### config.mk
export PLATFORM = sky130hd
export DESIGN_NAME = gpr_ext_alu
export DESIGN_NICKNAME = d
export VERILOG_FILES = /design/src/rtl/gx_pkg.sv /design/src/rtl/gx_operand_prep.sv /design/src/rtl/gx_bitcount.sv /design/src/rtl/gx_abs.sv /design/src/rtl/gx_minmax.sv /design/src/rtl/gpr_ext_alu.sv
export SDC_FILE = /design/constraint.sdc
export NUM_CORES = 1
export LEC_CHECK = 0
export ABC_AREA = 1
export BUFFER_PORTS_ARGS = -buffer_cell sky130_fd_sc_hd__buf_2
export CAP_MARGIN = 40
export CORE_ASPECT_RATIO = 0.9
export CORE_MARGIN = 2
export CORE_UTILIZATION = 30
export CTS_CLUSTER_SIZE = 30
export DETAILED_ROUTE_END_ITERATION = 16
export HOLD_SLACK_MARGIN = 0.15
export MAX_ROUTING_LAYER = met4
export PLACE_DENSITY = 0.57
export SYNTH_ARGS = -nofsm -noshare
export SYNTH_HDL_FRONTEND = slang
export SYNTH_SLANG_ARGS = --single-unit
### constraint.sdc
create_clock -name clk -period 1.5 [get_ports clk]
set_input_delay 0.15 -clock clk [delete_from_list [all_inputs] [get_ports clk]]
set_output_delay 0.15 -clock clk [all_outputs]
set_load 0.05 [all_outputs]
### src/rtl/gx_pkg.sv
package gx_pkg;
  localparam int OPCODE_W = 3;

  typedef enum logic [OPCODE_W-1:0] {
    OP_ABS  = 3'd0,
    OP_CNT  = 3'd1,
    OP_CTZ  = 3'd2,
    OP_SMAX = 3'd3,
    OP_SMIN = 3'd4,
    OP_UMAX = 3'd5,
    OP_UMIN = 3'd6,
    OP_RSVD = 3'd7
  } gx_op_e;
endpackage

### src/rtl/gx_operand_prep.sv
module gx_operand_prep #(
  parameter int XLEN = 64
) (
  input  logic            is_64,
  input  logic            signed_view,
  input  logic            use_imm,
  input  logic [XLEN-1:0] src_a,
  input  logic [XLEN-1:0] src_b,
  input  logic [7:0]      imm8,
  output logic [XLEN-1:0] a_view,
  output logic [XLEN:0]   a_ext,
  output logic [XLEN:0]   b_ext
);
  localparam int HALF = XLEN / 2;

  // Zero-extends the examined part of an operand to XLEN bits.
  function automatic logic [XLEN-1:0] narrow(input logic [XLEN-1:0] v, input logic w64);
    if (w64) return v;
    return {{(XLEN-HALF){1'b0}}, v[HALF-1:0]};
  endfunction

  // Widens the examined part to XLEN+1 bits so that one signed comparator
  // serves both the signed and the unsigned forms.
  function automatic logic [XLEN:0] widen(input logic [XLEN-1:0] v, input logic w64,
                                          input logic sgn);
    logic top;
    top = sgn & (w64 ? v[XLEN-1] : v[HALF-1]);
    if (w64) return {top, v};
    return {{(XLEN-HALF+1){top}}, v[HALF-1:0]};
  endfunction

  logic [XLEN-1:0] imm_full;
  logic [XLEN-1:0] b_raw;

  assign imm_full = {{(XLEN-8){signed_view & imm8[7]}}, imm8};
  assign b_raw    = use_imm ? imm_full : src_b;
  assign a_view   = narrow(src_a, is_64);
  assign a_ext    = widen(src_a, is_64, signed_view);
  assign b_ext    = widen(b_raw, is_64, signed_view);
endmodule

### src/rtl/gx_bitcount.sv
module gx_bitcount #(
  parameter int XLEN  = 64,
  parameter int CNT_W = $clog2(XLEN + 1)
) (
  input  logic             is_64,
  input  logic [XLEN-1:0]  a_view,
  input  logic [XLEN-1:0]  src_a,
  output logic [CNT_W-1:0] pop,
  output logic [CNT_W-1:0] tz
);
  localparam int HALF = XLEN / 2;

  function automatic logic [CNT_W-1:0] pop_count(input logic [XLEN-1:0] v);
    logic [CNT_W-1:0] n;
    n = '0;
    for (int i = 0; i < XLEN; i++) n = n + {{(CNT_W-1){1'b0}}, v[i]};
    return n;
  endfunction

  function automatic logic [XLEN-1:0] bit_reverse(input logic [XLEN-1:0] v);
    logic [XLEN-1:0] r;
    for (int i = 0; i < XLEN; i++) r[i] = v[XLEN-1-i];
    return r;
  endfunction

  function automatic logic [CNT_W-1:0] lead_zeros(input logic [XLEN-1:0] v);
    logic [CNT_W-1:0] n;
    logic             hit;
    n   = '0;
    hit = 1'b0;
    for (int i = XLEN - 1; i >= 0; i--) begin
      if (v[i]) hit = 1'b1;
      else if (!hit) n = n + 1'b1;
    end
    return n;
  endfunction

  // In 32-bit mode the upper half is filled with ones so the count stops
  // at HALF when the examined half is zero.
  logic [XLEN-1:0] tz_src;
  logic [XLEN-1:0] tz_rev;

  assign tz_src = is_64 ? src_a : {{(XLEN-HALF){1'b1}}, src_a[HALF-1:0]};
  assign tz_rev = bit_reverse(tz_src);
  assign tz     = lead_zeros(tz_rev);
  assign pop    = pop_count(a_view);
endmodule

### src/rtl/gx_abs.sv
module gx_abs #(
  parameter int XLEN = 64
) (
  input  logic [XLEN:0]   a_ext,
  output logic            a_negative,
  output logic [XLEN-1:0] abs_val
);
  function automatic logic [XLEN-1:0] magnitude(input logic [XLEN:0] v);
    logic [XLEN:0] neg;
    neg = ~v + 1'b1;
    return v[XLEN] ? neg[XLEN-1:0] : v[XLEN-1:0];
  endfunction

  assign a_negative = a_ext[XLEN];
  assign abs_val    = magnitude(a_ext);
endmodule

### src/rtl/gx_minmax.sv
module gx_minmax #(
  parameter int XLEN = 64
) (
  input  logic            want_max,
  input  logic [XLEN:0]   a_ext,
  input  logic [XLEN:0]   b_ext,
  output logic            a_below_b,
  output logic [XLEN-1:0] pick_val
);
  function automatic logic less_than(input logic [XLEN:0] x, input logic [XLEN:0] y);
    return $signed(x) < $signed(y);
  endfunction

  logic take_a;

  assign a_below_b = less_than(a_ext, b_ext);
  assign take_a    = want_max ? !a_below_b : a_below_b;
  assign pick_val  = take_a ? a_ext[XLEN-1:0] : b_ext[XLEN-1:0];
endmodule

### src/rtl/gpr_ext_alu.sv
module gpr_ext_alu
  import gx_pkg::*;
#(
  parameter int XLEN = 64
) (
  input  logic                clk,
  input  logic                rst_n,
  input  logic                in_valid,
  input  logic [OPCODE_W-1:0] op,
  input  logic [XLEN-1:0]     src_a,
  input  logic [XLEN-1:0]     src_b,
  input  logic [7:0]          imm8,
  input  logic                use_imm,
  input  logic                is_64,
  output logic                out_valid,
  output logic [XLEN-1:0]     result,
  output logic                flags_we
);
  localparam int HALF  = XLEN / 2;
  localparam int CNT_W = $clog2(XLEN + 1);

  gx_op_e          op_e;
  logic            signed_view;
  logic            want_max;
  logic            is_minmax;
  logic [XLEN-1:0] a_view;
  logic [XLEN:0]   a_ext;
  logic [XLEN:0]   b_ext;
  logic [CNT_W-1:0] pop;
  logic [CNT_W-1:0] tz;
  logic            a_negative;
  logic [XLEN-1:0] abs_val;
  logic            a_below_b;
  logic [XLEN-1:0] pick_val;
  logic [XLEN-1:0] raw_res;
  logic [XLEN-1:0] res_next;
  logic [XLEN-1:0] width_mask;

  assign op_e        = gx_op_e'(op);
  assign signed_view = (op_e == OP_ABS) || (op_e == OP_SMAX) || (op_e == OP_SMIN);
  assign want_max    = (op_e == OP_SMAX) || (op_e == OP_UMAX);
  assign is_minmax   = (op_e == OP_SMAX) || (op_e == OP_SMIN) ||
                       (op_e == OP_UMAX) || (op_e == OP_UMIN);

  gx_operand_prep #(.XLEN(XLEN)) u_prep (
    .is_64      (is_64),
    .signed_view(signed_view),
    .use_imm    (use_imm & is_minmax),
    .src_a      (src_a),
    .src_b      (src_b),
    .imm8       (imm8),
    .a_view     (a_view),
    .a_ext      (a_ext),
    .b_ext      (b_ext)
  );

  gx_bitcount #(.XLEN(XLEN), .CNT_W(CNT_W)) u_bits (
    .is_64 (is_64),
    .a_view(a_view),
    .src_a (src_a),
    .pop   (pop),
    .tz    (tz)
  );

  gx_abs #(.XLEN(XLEN)) u_abs (
    .a_ext     (a_ext),
    .a_negative(a_negative),
    .abs_val   (abs_val)
  );

  gx_minmax #(.XLEN(XLEN)) u_mm (
    .want_max (want_max),
    .a_ext    (a_ext),
    .b_ext    (b_ext),
    .a_below_b(a_below_b),
    .pick_val (pick_val)
  );

  always_comb begin
    unique case (op_e)
      OP_ABS:  raw_res = abs_val;
      OP_CNT:  raw_res = {{(XLEN-CNT_W){1'b0}}, pop};
      OP_CTZ:  raw_res = {{(XLEN-CNT_W){1'b0}}, tz};
      OP_SMAX, OP_SMIN, OP_UMAX, OP_UMIN: raw_res = pick_val;
      default: raw_res = '0;
    endcase
  end

  assign width_mask = is_64 ? {XLEN{1'b1}} : {{(XLEN-HALF){1'b0}}, {HALF{1'b1}}};
  assign res_next   = raw_res & width_mask;

  always_ff @(posedge clk or negedge rst_n) begin
    if (!rst_n) begin
      out_valid <= 1'b0;
      result    <= '0;
    end else begin
      out_valid <= in_valid;
      if (in_valid) result <= res_next;
    end
  end

  // This unit never requests a condition-flag update.
  assign flags_we = 1'b0;

  logic unused_ok;
  assign unused_ok = ^{a_negative, a_below_b};
endmodule

=== Word-level counts from Yosys, hierarchy flattened ===
Index checks and enable logic that the tools add are counted.

* Register bits: 65
* Input port bits: 144
* Logic and storage cells: 357

* $add $sub $neg: 127
* Magnitude comparators: 1
* Equality and inequality tests: 6
* Muxes and demuxes: 206
* Bitwise logic cells: 6
* Reduce and logical (&&, ||, !) cells: 9

{| class="wikitable"
|+ Operators with widths
! kind !! number
|-
| two-way mux 7 bit || 126
|-
| two-way mux 64 bit || 7
|-
| adder 7 x 1 -> 7 bit || 62
|-
| adder 7 x 1 -> 7 bit (second input constant) || 62
|-
| two-way mux 65 bit || 4
|-
| one-hot mux 64 bit (4 select lines) || 1
|-
| two-way mux 1 bit || 68
|-
| less-than comparator 65 bit || 1
|-
| adder 64 x 1 -> 64 bit (second input constant) || 1
|-
| AND 64 bit || 1
|-
| inverter 64 bit || 1
|-
| == test 3 bit (second input constant) || 3
|-
| == test 3 x 2 -> 1 bit (second input constant) || 2
|-
| logical OR 1 bit || 6
|-
| AND 1 bit || 4
|-
| OR reduction 4 bit || 1
|-
| == test 3 x 1 -> 1 bit (second input constant) || 1
|-
| logical NOT 3 bit || 1
|-
| adder 1 x 1 -> 2 bit || 1
|-
| adder 1 x 1 -> 2 bit (second input constant) || 1
|-
| logical NOT 1 bit || 1
|}

=== Longest topological paths before layout ===
* Depth after elaboration: 193
* Mapped depth: 252

=== Cells and area by module ===
From an unflattened synthesis, not the netlist that was laid out.

* Cells, all modules: 4,085
* Area total of the unflattened synthesis: 22,028.6 um^2

{| class="wikitable"
|+ By module, submodules not included
! module !! times used !! cells an instance !! area an instance (um^2)
|-
| gx_bitcount || 1 || 2,152 || 11,417.2
|-
| gpr_ext_alu || 1 || 519 || 3,505.9
|-
| gx_minmax || 1 || 521 || 2,821.5
|-
| gx_abs || 1 || 499 || 2,473.6
|-
| gx_operand_prep || 1 || 394 || 1,810.5
|}

=== Least setup slack after synthesis ===
Ideal clock, no wire load.

* Kind: input to register
* Start: input port src_a[0]
* End: register result[6]
* Arrival time: 28.814 ns
* Required time: 1.382 ns
* Setup slack: -27.432 ns
* Stages on the path: 249
* Path buffers: 0
* Cells stage by stage: inv_1 -> ha_1 -> ha_1 -> nand2_4 -> inv_2 -> nand2_2 -> nand2_1 -> inv_1 -> ha_1 -> nand2_1 -> nand2_1 -> ha_1 -> nand3_1 -> nand3_1 -> nand2_1 -> nand3b_1 -> nand3_1 -> nand2_1 -> [213 not listed] -> inv_1 -> nor2_1 -> inv_1 -> nand2_1 -> ha_1 -> nand2_1 -> nor2_1 -> inv_1 -> nor2_1 -> nand2_1 -> nor2_1 -> nand2_1 -> inv_1 -> nand2_1 -> nand3_1 -> nand2_1 -> nand2_1 -> nand2_1

* Word-level cells in the longest chain between the ends: 193

{| class="wikitable"
|+ Ends and longest elaborated chain
! what !! line !! text
|-
| from (decl) || gpr_ext_alu.sv:10 || <nowiki>input logic [XLEN-1:0] src_a,</nowiki>
|-
| two-way mux 64 bit || gx_bitcount.sv:43 || <nowiki>assign tz_src = is_64 ? src_a : {{(XLEN-HALF){1'b1}}, src_a[HALF-1:0]};</nowiki>
|-
| two-way mux 1 bit || gx_bitcount.sv:32 || <nowiki>if (v[i]) hit = 1'b1;</nowiki>
|-
| adder 1 x 1 -> 2 bit || gx_bitcount.sv:33 || <nowiki>else if (!hit) n = n + 1'b1;</nowiki>
|-
| two-way mux 7 bit || gx_bitcount.sv:33 ||
|-
| two-way mux 7 bit || gx_bitcount.sv:32 ||
|-
| adder 7 x 1 -> 7 bit || gx_bitcount.sv:33 ||
|-
| two-way mux 7 bit || gx_bitcount.sv:33 ||
|-
| two-way mux 7 bit || gx_bitcount.sv:32 ||
|-
| [177 not listed] || n/a ||
|-
| adder 7 x 1 -> 7 bit || gx_bitcount.sv:33 ||
|-
| two-way mux 7 bit || gx_bitcount.sv:33 ||
|-
| two-way mux 7 bit || gx_bitcount.sv:32 ||
|-
| adder 7 x 1 -> 7 bit || gx_bitcount.sv:33 ||
|-
| two-way mux 7 bit || gx_bitcount.sv:33 ||
|-
| two-way mux 7 bit || gx_bitcount.sv:32 ||
|-
| one-hot mux 64 bit (4 select lines) (*) || gpr_ext_alu.sv:80 || <nowiki>unique case (op_e)</nowiki>
|-
| AND 64 bit (*) || gpr_ext_alu.sv:90 || <nowiki>assign res_next = raw_res & width_mask;</nowiki>
|-
| to (signal assigned) || gpr_ext_alu.sv:98 || <nowiki>if (in_valid) result <= res_next;</nowiki>
|-
| to (decl) || gpr_ext_alu.sv:16 || <nowiki>output logic [XLEN-1:0] result,</nowiki>
|}

Every way passes the cells marked *; elsewhere a longest branch is shown, timed or not. The select of a mux whose other input is x is not followed.
A chain may end at the register's enable or synchronous reset.

=== Worst setup path in the final report ===
Same ends and word-level chain as after synthesis.

==> results.sh <==
export IMPL_finalInstanceArea_um2=36600
export IMPL_fin_cells=6327
export IMPL_cp_start_kind="primary input"
export IMPL_placed_cell_area_um2=32900
export IMPL_setup_viol=64
export IMPL_antenna_left=0
export IMPL_arrival_ps=28190
export IMPL_groute_usage_overall_pct=24.1
export IMPL_dp_cells=6178
export IMPL_core_area_um2=74600
export IMPL_drive_gt1_share_pct=42.1
export IMPL_crit_fanout=4
export IMPL_ir_drop_uv=2850
export IMPL_clkSinkCount=65
export IMPL_path_clk_slew_ps=80
export IMPL_crit_slowest_cell="a221oi_4"
export IMPL_synth_avg_cell_area_um2=5.61
export IMPL_dieArea_um2=77600
export IMPL_drc_errors=0
export IMPL_ys_seq_elements=65
export IMPL_post_synth_top_area_cell="nand2_1"
export IMPL_die_width_um=293
export IMPL_drt_total_wl_um=93400
export IMPL_rsz0062_at_grt="true"
export IMPL_grt_pass1_wl_um=145000
export IMPL_period_share_pct=1860
export IMPL_synth_warnings=0
export IMPL_worstMarginPinSlew_ps=803
export IMPL_p_per_area_nw_per_um2=860
export IMPL_end_kind="flip-flop"
export IMPL_io_buffers=208
export IMPL_violations="negative setup slack"
export IMPL_fin_ws_ps=-26380
export IMPL_reg2reg_to="result[32]"
export IMPL_p_leak_nw=19.3
export IMPL_ys_seq_area_share_pct=7.19
export IMPL_syn_area_um2=22600
export IMPL_finalPower_mw=31.5
export IMPL_r2r_slack_ps=670
export IMPL_rows=95
export IMPL_rr_worst_depth=1
export IMPL_grt_start_max_net_pins=56
export IMPL_critical_path_top_delay_family="adder cells"
export IMPL_fp_dieH_um=265
export IMPL_hold_class="primary input to async pin"
export IMPL_cts_tree="built"
export IMPL_timing_rr_start="result[32]"
export IMPL_clockRootBuffer="clkbuf_16"
export IMPL_synth_top_cells_by_area="nand2_1 (17%), inv_1 (11%), nand3_1 (8.9%)"
export IMPL_clock_insertion_delay_worst_skew_ps=410
export IMPL_area_growth_pct=62.0
export IMPL_numCtsBuffers=9
export IMPL_viasPerCell=4.75
export IMPL_clockBufferDepth=2
export IMPL_critPathBufInv=36
export IMPL_crit_type="primary input to flip-flop"
export IMPL_worst_path_largest_cell_delay_ps=320
export IMPL_fmax_ghz=0.0359
export IMPL_worst_path_most_repeated_cell="nand2_1"
export IMPL_overflow=0
export IMPL_synthesis_nets=4381
export IMPL_wire_per_inst_um=14.8
export IMPL_min_period_ps=27880
export IMPL_ys_flop_type="dfrtp_1"
export IMPL_status="finished with violations"
export IMPL_cp_required_ps=1810
export IMPL_relSlewSlack_pct=46.4
export IMPL_pre_cts_slack_ps=-27150
export IMPL_antenna_found_initial=2
export IMPL_fin_nets=5695
export IMPL_fin_skew_ps=0
export IMPL_slew_violations=0
export IMPL_synth_distinct_cells=71
export IMPL_vias=30032
export IMPL_hpwl_um=74400
export IMPL_synthArstFlopShare_pct=100
export IMPL_grt_pass1_vias=28440
export IMPL_htreeDepth=3
export IMPL_ioPinCount=210
export IMPL_synthCells=4035
export IMPL_finalHoldViolations=0
export IMPL_initial_core_util_pct=30.3
export IMPL_dr_pass1_iters=5
export IMPL_yosys_area_top_type_share_pct=17.2
export IMPL_maxCapViolations=0
export IMPL_drt_iter0_markers=1795
export IMPL_globalplace_congestion=0.924
export IMPL_synth_edf_count=0
-- cell usage after synthesis (4+ instances only) --
cell          n
ha_1        148
or2_1         6
o211ai_1     22
buf_1         7
o31ai_1       7
nand2_1    1036
nor2_2       38
xor2_1        6
nor3_1       40
nand3b_1     43
mux2i_1       8
a31oi_1       8
clkbuf_1     63
a21o_1        6
nand2_2     176
nand3_2     109
o2111ai_1     4
clkinv_1      8
nand3_1     403
nand4_1      59
o21ai_0     257
nand3_4       6
fa_1         54
o22ai_1      16
or2_2         8
nand2_4      23
nor4_1       14
a22o_1       21
xnor2_1       4
inv_4         7
nor3_2        4
a32oi_1       4
o21ai_2       7
a211oi_1      7
nor2_1      389
o21ai_1      10
inv_2        59
inv_1       680
buf_6         6
nor2_4       20
dfrtp_1      65
a21oi_1     131
-- cell usage in the layout (no fill, tap or decap), types with 12 or more instances in the layout --
cell,count
a22o_1,21
nor2_4,57
inv_2,84
o211ai_1,22
nand2_2,242
nand2_4,47
o21ai_1,63
buf_8,13
o21ai_4,13
ha_4,33
nor2_2,55
nand3_2,133
fa_1,54
a21oi_1,96
buf_12,27
a21oi_2,28
nand3_1,372
nor3_1,36
o21ai_2,54
nand3_4,13
ha_1,113
nand3b_1,43
inv_1,651
nand4_1,59
o21ai_0,144
buf_4,1092
dfrtp_1,65
buf_6,41
nor2_1,335
nand2_1,944
nor4_1,12
buf_2,204
-- power by group --
part,switching [mW],leakage [nW],internal [mW]
clock network,1.12,0.159,1.51
logic,14.0,18.3,12.4
registers,0.300,0.846,2.12
-- kinds of logic after synthesis --
logic type	share of synthesized area [%]
and+or+nand+nor	51.4
buffers and inverters	14.3
AOI/OAI and AO/OA	13.2
adders and majority gates	13.0
DFF	7.19
xor gates and xnor gates	0.531
muxes	0.354
other	0.0166
-- metal layers --
layer  wire, µm  part of all wire [%]  GRT usage (%)
met5          0                     0              -
met4       2810                   3.0           7.50
met3       4870                   5.2           3.21
met2      41900                    45           38.2
met1      43800                    47           31.8
-- sequential cells by signal, summed over array words and instances (netlist names) --
signal     cells
out_valid      1
result        64
-- worst max-delay path by stage --
stage	end	cells after the start	start	slack, ps
3_3_place_gp	result[6]	251	src_a[0]	-26470
6_report	result[6]	249	src_a[0]	-26380
2_1_floorplan	result[6]	251	src_a[0]	-25520
3_5_place_dp	result[6]	249	src_a[0]	-27150
5_1_grt	result[6]	249	src_a[0]	-28580
4_1_cts	result[6]	250	src_a[0]	-26280
-- final cells by class --
type / instances / area, µm²
Multi-Input combinational cell: 3134 / 20000
Timing Repair Buffer: 1382 / 10500
Antenna cell: 3 / 7.51
Clock inverter: 6 / 90.1
Inverter: 757 / 2910
Tap cell: 970 / 1210
Fill cell: 7599 / 38000
Clock buffer: 10 / 239
Sequential cell: 65 / 1630
-- per-stage QoR --
| stage | hold WS, ps | setup TNS (ps) | util [%] |
|---|---|---|---|
| after floorplan | -146 | -298170 | - |
| after global placement | 72.6 | -401710 | 44.1 |
| after detailed placement | 70.2 | -407420 | 44.1 |
| after CTS | 161 | -336430 | 47.4 |
| after global routing | 203 | -355060 | 49.1 |
| final | 176 | -330590 | 49.1 |
-- repair_timing --
item | CTS | global route
endpoints found under the setup margin | 64 | 64
hold endpoints to repair | 65 | 0
hold buffers | 1 | 0
pin swaps | 120 | 202
buffers inserted | 99 | 40
cloned | 6 | 1
resized for setup | 333 | 232
(Power assumes the default switching activity.)
